--- src/rtl/pe_status_pkg.sv ---
package pe_status_pkg;

  typedef enum logic [1:0] {
    OP_PROG = 2'b00,
    OP_SECT = 2'b01,
    OP_BLK  = 2'b10,
    OP_CHIP = 2'b11
  } pe_op_e;

  function automatic logic op_is_erase(input logic [1:0] op);
    return op != OP_PROG;
  endfunction

endpackage

--- src/rtl/pe_dur_timer.sv ---
module pe_dur_timer #(
  parameter int CNT_W = 8
) (
  input  logic             clk,
  input  logic             rst,
  input  logic             load_i,
  input  logic [CNT_W-1:0] dur_i,
  output logic             busy_o,
  output logic             done_o
);

  logic [CNT_W-1:0] cnt_q;

  always_ff @(posedge clk) begin
    if (rst) begin
      cnt_q  <= '0;
      busy_o <= 1'b0;
      done_o <= 1'b0;
    end else begin
      done_o <= 1'b0;
      if (load_i && !busy_o) begin
        cnt_q  <= dur_i;
        busy_o <= 1'b1;
      end else if (busy_o) begin
        if (cnt_q <= CNT_W'(1)) begin
          busy_o <= 1'b0;
          done_o <= 1'b1;
        end else begin
          cnt_q <= cnt_q - CNT_W'(1);
        end
      end
    end
  end

endmodule

--- src/rtl/pe_toggle_bit.sv ---
module pe_toggle_bit (
  input  logic clk,
  input  logic rst,
  input  logic clear_i,
  input  logic step_i,
  output logic q_o
);

  always_ff @(posedge clk) begin
    if (rst)          q_o <= 1'b1;
    else if (clear_i) q_o <= 1'b1;
    else if (step_i)  q_o <= ~q_o;
  end

endmodule

--- src/rtl/pe_read_mux.sv ---
module pe_read_mux #(
  parameter int DATA_W = 16
) (
  input  logic              clk,
  input  logic              rst,
  input  logic              rd_i,
  input  logic              busy_i,
  input  logic              erase_i,
  input  logic              pbit7_i,
  input  logic              tog_i,
  input  logic [DATA_W-1:0] arr_i,
  output logic [DATA_W-1:0] data_o
);

  localparam int POLL_BIT = 7;
  localparam int TOG_BIT  = 6;

  logic [DATA_W-1:0] stat_w;

  for (genvar b = 0; b < DATA_W; b++) begin : g_bit
    if (b == POLL_BIT) begin : g_poll
      assign stat_w[b] = erase_i ? 1'b0 : ~pbit7_i;
    end else if (b == TOG_BIT) begin : g_tog
      assign stat_w[b] = tog_i;
    end else begin : g_pass
      assign stat_w[b] = arr_i[b];
    end
  end

  always_ff @(posedge clk) begin
    if (rst)       data_o <= '0;
    else if (rd_i) data_o <= busy_i ? stat_w : arr_i;
  end

endmodule

--- src/rtl/pe_status_gen.sv ---
module pe_status_gen
  import pe_status_pkg::*;
#(
  parameter int          DATA_W   = 16,
  parameter int unsigned PROG_CYC = 700,
  parameter int unsigned SECT_CYC = 300000,
  parameter int unsigned BLK_CYC  = 700000,
  parameter int unsigned CHIP_CYC = 1500000
) (
  input  logic              clk,
  input  logic              rst,
  input  logic              start_i,
  input  logic [1:0]        op_i,
  input  logic [DATA_W-1:0] prog_data_i,
  input  logic              rd_i,
  input  logic [DATA_W-1:0] arr_data_i,
  output logic [DATA_W-1:0] rd_data_o,
  output logic              busy_o,
  output logic              done_o
);

  localparam int unsigned MAX_AB  = (PROG_CYC > SECT_CYC) ? PROG_CYC : SECT_CYC;
  localparam int unsigned MAX_CD  = (BLK_CYC > CHIP_CYC) ? BLK_CYC : CHIP_CYC;
  localparam int unsigned MAX_CYC = (MAX_AB > MAX_CD) ? MAX_AB : MAX_CD;
  localparam int          CNT_W   = $clog2(MAX_CYC + 1);

  logic             accept_w;
  logic [CNT_W-1:0] dur_w;
  logic             erase_q;
  logic             pbit7_q;
  logic             tog_w;

  assign accept_w = start_i & ~busy_o;

  always_comb begin
    unique case (op_i)
      OP_PROG: dur_w = CNT_W'(PROG_CYC);
      OP_SECT: dur_w = CNT_W'(SECT_CYC);
      OP_BLK:  dur_w = CNT_W'(BLK_CYC);
      default: dur_w = CNT_W'(CHIP_CYC);
    endcase
  end

  always_ff @(posedge clk) begin
    if (rst) begin
      erase_q <= 1'b0;
      pbit7_q <= 1'b0;
    end else if (accept_w) begin
      erase_q <= op_is_erase(op_i);
      pbit7_q <= prog_data_i[7];
    end
  end

  pe_dur_timer #(.CNT_W(CNT_W)) timer_i (
    .clk    (clk),
    .rst    (rst),
    .load_i (accept_w),
    .dur_i  (dur_w),
    .busy_o (busy_o),
    .done_o (done_o)
  );

  pe_toggle_bit toggle_i (
    .clk     (clk),
    .rst     (rst),
    .clear_i (accept_w),
    .step_i  (rd_i & busy_o),
    .q_o     (tog_w)
  );

  pe_read_mux #(.DATA_W(DATA_W)) mux_i (
    .clk     (clk),
    .rst     (rst),
    .rd_i    (rd_i),
    .busy_i  (busy_o),
    .erase_i (erase_q),
    .pbit7_i (pbit7_q),
    .tog_i   (tog_w),
    .arr_i   (arr_data_i),
    .data_o  (rd_data_o)
  );

endmodule

--- config.mk ---
export PLATFORM = sky130hd
export DESIGN_NAME = pe_status_gen
export DESIGN_NICKNAME = d
export VERILOG_FILES = /design/src/rtl/pe_status_pkg.sv /design/src/rtl/pe_dur_timer.sv /design/src/rtl/pe_toggle_bit.sv /design/src/rtl/pe_read_mux.sv /design/src/rtl/pe_status_gen.sv
export SDC_FILE = /design/constraint.sdc
export NUM_CORES = 1
export LEC_CHECK = 0
export ABC_AREA = 1
export ABC_CLOCK_PERIOD_IN_PS = 2009
export BUFFER_PORTS_ARGS = -buffer_cell sky130_fd_sc_hd__buf_4
export CAP_MARGIN = 25
export CORE_AREA = 5 5 74 76
export CTS_CLUSTER_DIAMETER = 30
export DETAILED_ROUTE_END_ITERATION = 8
export DIE_AREA = 0 0 79 81
export HOLD_SLACK_MARGIN = 0.1
export PLACE_DENSITY = 0.74
export SYNTH_ARGS = -nofsm -noshare
export SYNTH_HDL_FRONTEND = slang
export SYNTH_SLANG_ARGS = --single-unit
--- constraint.sdc ---
create_clock -name clk -period 2.01 [get_ports clk]
set_clock_uncertainty 0.1 [all_clocks]
set_input_delay 0.201 -clock clk [delete_from_list [all_inputs] [get_ports clk]]
set_output_delay 0.201 -clock clk [all_outputs]
set_load 0.005 [all_outputs]
==> metrics.md <==
| Metric | Value |
|---|---|
| Outcome | complete, no violations |
| CP Launch Point | timer_i.cnt_q[13] |
| Syn Inst Count | 358 |
| Sw frac | 34.7% |
| Crit path time final | 1.76 ns |
| First-pass GRT wire length | 10.6 mm |
| CTS tree | yes |
| Comb pwr share | 32.6% |
| Clk pwr share | 27.1% |
| Top Layer Used | met4 |
| WL per Instance | 12.8 µm |
| Drt first pass iters | 4 |
| Cell area after layout | 2940 µm² |
| Sequential Power Share | 40.3% |
| Worst R2R Start | timer_i.cnt_q[13] |
| Die area | 6400 µm² |
| Slew headroom | 68.0% |
| Final period util | 87.7% |
| Final hold vios | 0 |
| Initial Utilization | 48.8% |
| Top post-synthesis cells by area | dfxtp_1, nor2_1, nand2_1 |
| Final ANT Viol Nets | 0 |
| CP Max Fanout | 15 |
| Startpoint types | flop |
| Pin count of the biggest net entering global routing | 25 |
| CTS Buf Count | 5 |
| Critical Path AT | 1.90 ns |
| Syn Nets | 398 |
| Area leader, netlist | dfxtp_1 |
| CP endpoint kind | flop |
| WL met3 | 380 µm |
| Hpwl dp | 4.27 mm |
| Library cells used by synthesis | 26 |
| Max Freq | 0.568 GHz |
| Area growth syn-to-layout | 29.2% |
| Seq cells post-synth | 42 |
| Mean post-synth cell area | 6.35 µm² |
| Vias post-DR | 2391 |
| Max-cap violations | 0 |
| Clock-pin slew on the worst setup and hold paths | 0.08 ns |
| Worst-Skew Late Latency | 0.30 ns |
| CTS Sinks | 42 |
| Antenna cell count | 0 |
| Max H-tree Level | 2 |
| Initial antenna violation count | 0 |
| GR Overflow Total | 0 |
| Final nets | 461 |
| Overall Power | 2.48 mW |
| Dpl ws | 0.127 ns |
| Max-slew violation count | 0 |
| HP Class | in -> reg |
| Longest Clk Path Bufs | 2 |
| RSZ-0062 raised after global routing | no |
| Share of cells above drive strength 1 | 16.6% |
| Critical path class | reg -> reg |
| Setup crit end | timer_i.cnt_q[8] |
| Fin Setup TNS | 0 ns |
| Power Dens Cells | 845 nW/µm² |
| M1 WL | 2.58 mm |
| Int Power | 1.62 mW |
| YS warnings | 0 |
| Total core area | 4660 µm² |
| Post-CTS Resized | 0 |
| Maximum VDD drop | 0.532 mV |
| PortBufs | 40 |
| Slew @ Worst Pin | 0.480 ns |
| Final wirelength | 6.09 mm |
| GP Congestion | 0.879 |
| Drt first-iter violations | 119 |
| Final worst setup slack | 0.248 ns |
| Synthesized cell area | 2270 µm² |
| Clock root cell | clkbuf_8 |
| Worst r2r path cells | 9 |
| Total Routing Usage GR | 20.8% |
| Critical Path RT | 2.15 ns |
| Die width | 79 µm |
| IO Pins | 56 |
| NetSw | 0.861 mW |
| Reg-to-Reg End | timer_i.cnt_q[8] |
| Pleak | 1.42 nW |
| Top-area cell type share of the netlist area | 37.0% |
| Row cnt | 25 |
| Most common cell after layout, fill and taps aside | nor2_1 |
| # DRC | 0 |
| Seq/Total Area, Yosys | 37.0% |
| Vias/cell | 5.02 |
| Most frequent cells in the layout | nor2_1, nand2_1, buf_4 |
| Setup-failing EPs final | 0 |
| Register-to-register setup slack | 0.25 ns |
| DP Area | 2630 µm² |
| Number of global-route vias before repair | 2312 |
| Met2 Routed Length | 3.05 mm |
| Die H | 81 µm |
==> cell type report <==
class	count	area, µm²
fill	423	1720
multi-input combinational	273	1250
sequential	42	841
timing repair buffer	66	541
inverter	33	124
clock buffer	6	72.6
tap	54	67.6
clock inverter	2	37.5
==> metal layers <==
layer	GRT usage [%]	vias to the layer above
met5	0	-
met4	6.87	0
met3	5.43	8
met2	38.1	63
met1	23.5	1058
li1	-	1262
==> flip-flops by register name (all words and copies together) (netlist names) <==
name,cells
toggle_i.q_o,1
timer_i.cnt_q,21
erase_q,1
timer_i.busy_o,1
pbit7_q,1
timer_i.done_o,1
mux_i.data_o,16
==> how the worst min path moves through the flow <==
| stage | startpoint | to | cells after the start |
|---|---|---|---|
| finish | prog_data_i[7] | pbit7_q | 3 |
| global route | prog_data_i[7] | pbit7_q | 3 |
| detailed placement | arr_data_i[4] | mux_i.data_o[4] | 3 |
| CTS | prog_data_i[7] | pbit7_q | 3 |
| global placement | arr_data_i[9] | mux_i.data_o[9] | 3 |
| floorplan | op_i[0] | erase_q | 2 |
==> synth_stat cells, drive strengths merged <==
library cell,count
a211oi,1
a21oi,13
buf,4
clkbuf,6
clkinv,1
dfxtp,42
ha,2
inv,32
nand2,73
nand3,35
nand3b,2
nor2,105
nor3,2
o21ai,28
o21bai,6
or2,2
xnor2,3
xor2,1
==> timing repair <==
action | 4_1_cts | 5_1_grt
endpoints found under the setup margin | 0 | 9
hold buffers | 18 | 0
buffers inserted | 0 | 3
endpoints found under the hold margin | 23 | 0
==> power by group through the flow <==
stage / logic (mW) / clock network (mW) / registers [mW]
floorplan: 0.571 / 0 / 1.00
finish: 0.809 / 0.674 / 1.00
detailed placement: 0.767 / 0 / 1.02
global route: 0.924 / 0.723 / 1.01
global placement: 0.752 / 0 / 1.01
CTS: 0.798 / 0.691 / 0.999
==> critical path, stage by stage (launching register included) <==
cell	delay (ns)
dfxtp_1	0.37
nor2_1	0.14
nand2_1	0.09
nor2_1	0.20
nand3_2	0.14
nand3_4	0.16
nand2_4	0.16
inv_2	0.19
nor2_1	0.07
nor2_1	0.09
==> cells by family after synthesis <==
logic type	share of synthesized area (%)
xor+xnor	1.54
buf+inv	7.87
fa+ha+maj	1.10
simple gates	40.7
compound gates	11.8
flops	37.0
==> stage by stage <==
step                instances  utilization, %  hold slack [ns]
detailed placement        447            56.3            0.329
global placement          447            56.3            0.322
global route              476            63.0            0.123
finish                    476            63.0            0.110
CTS                       473            62.6            0.111
floorplan                 358               -            0.232
(Power assumes the default switching activity.)
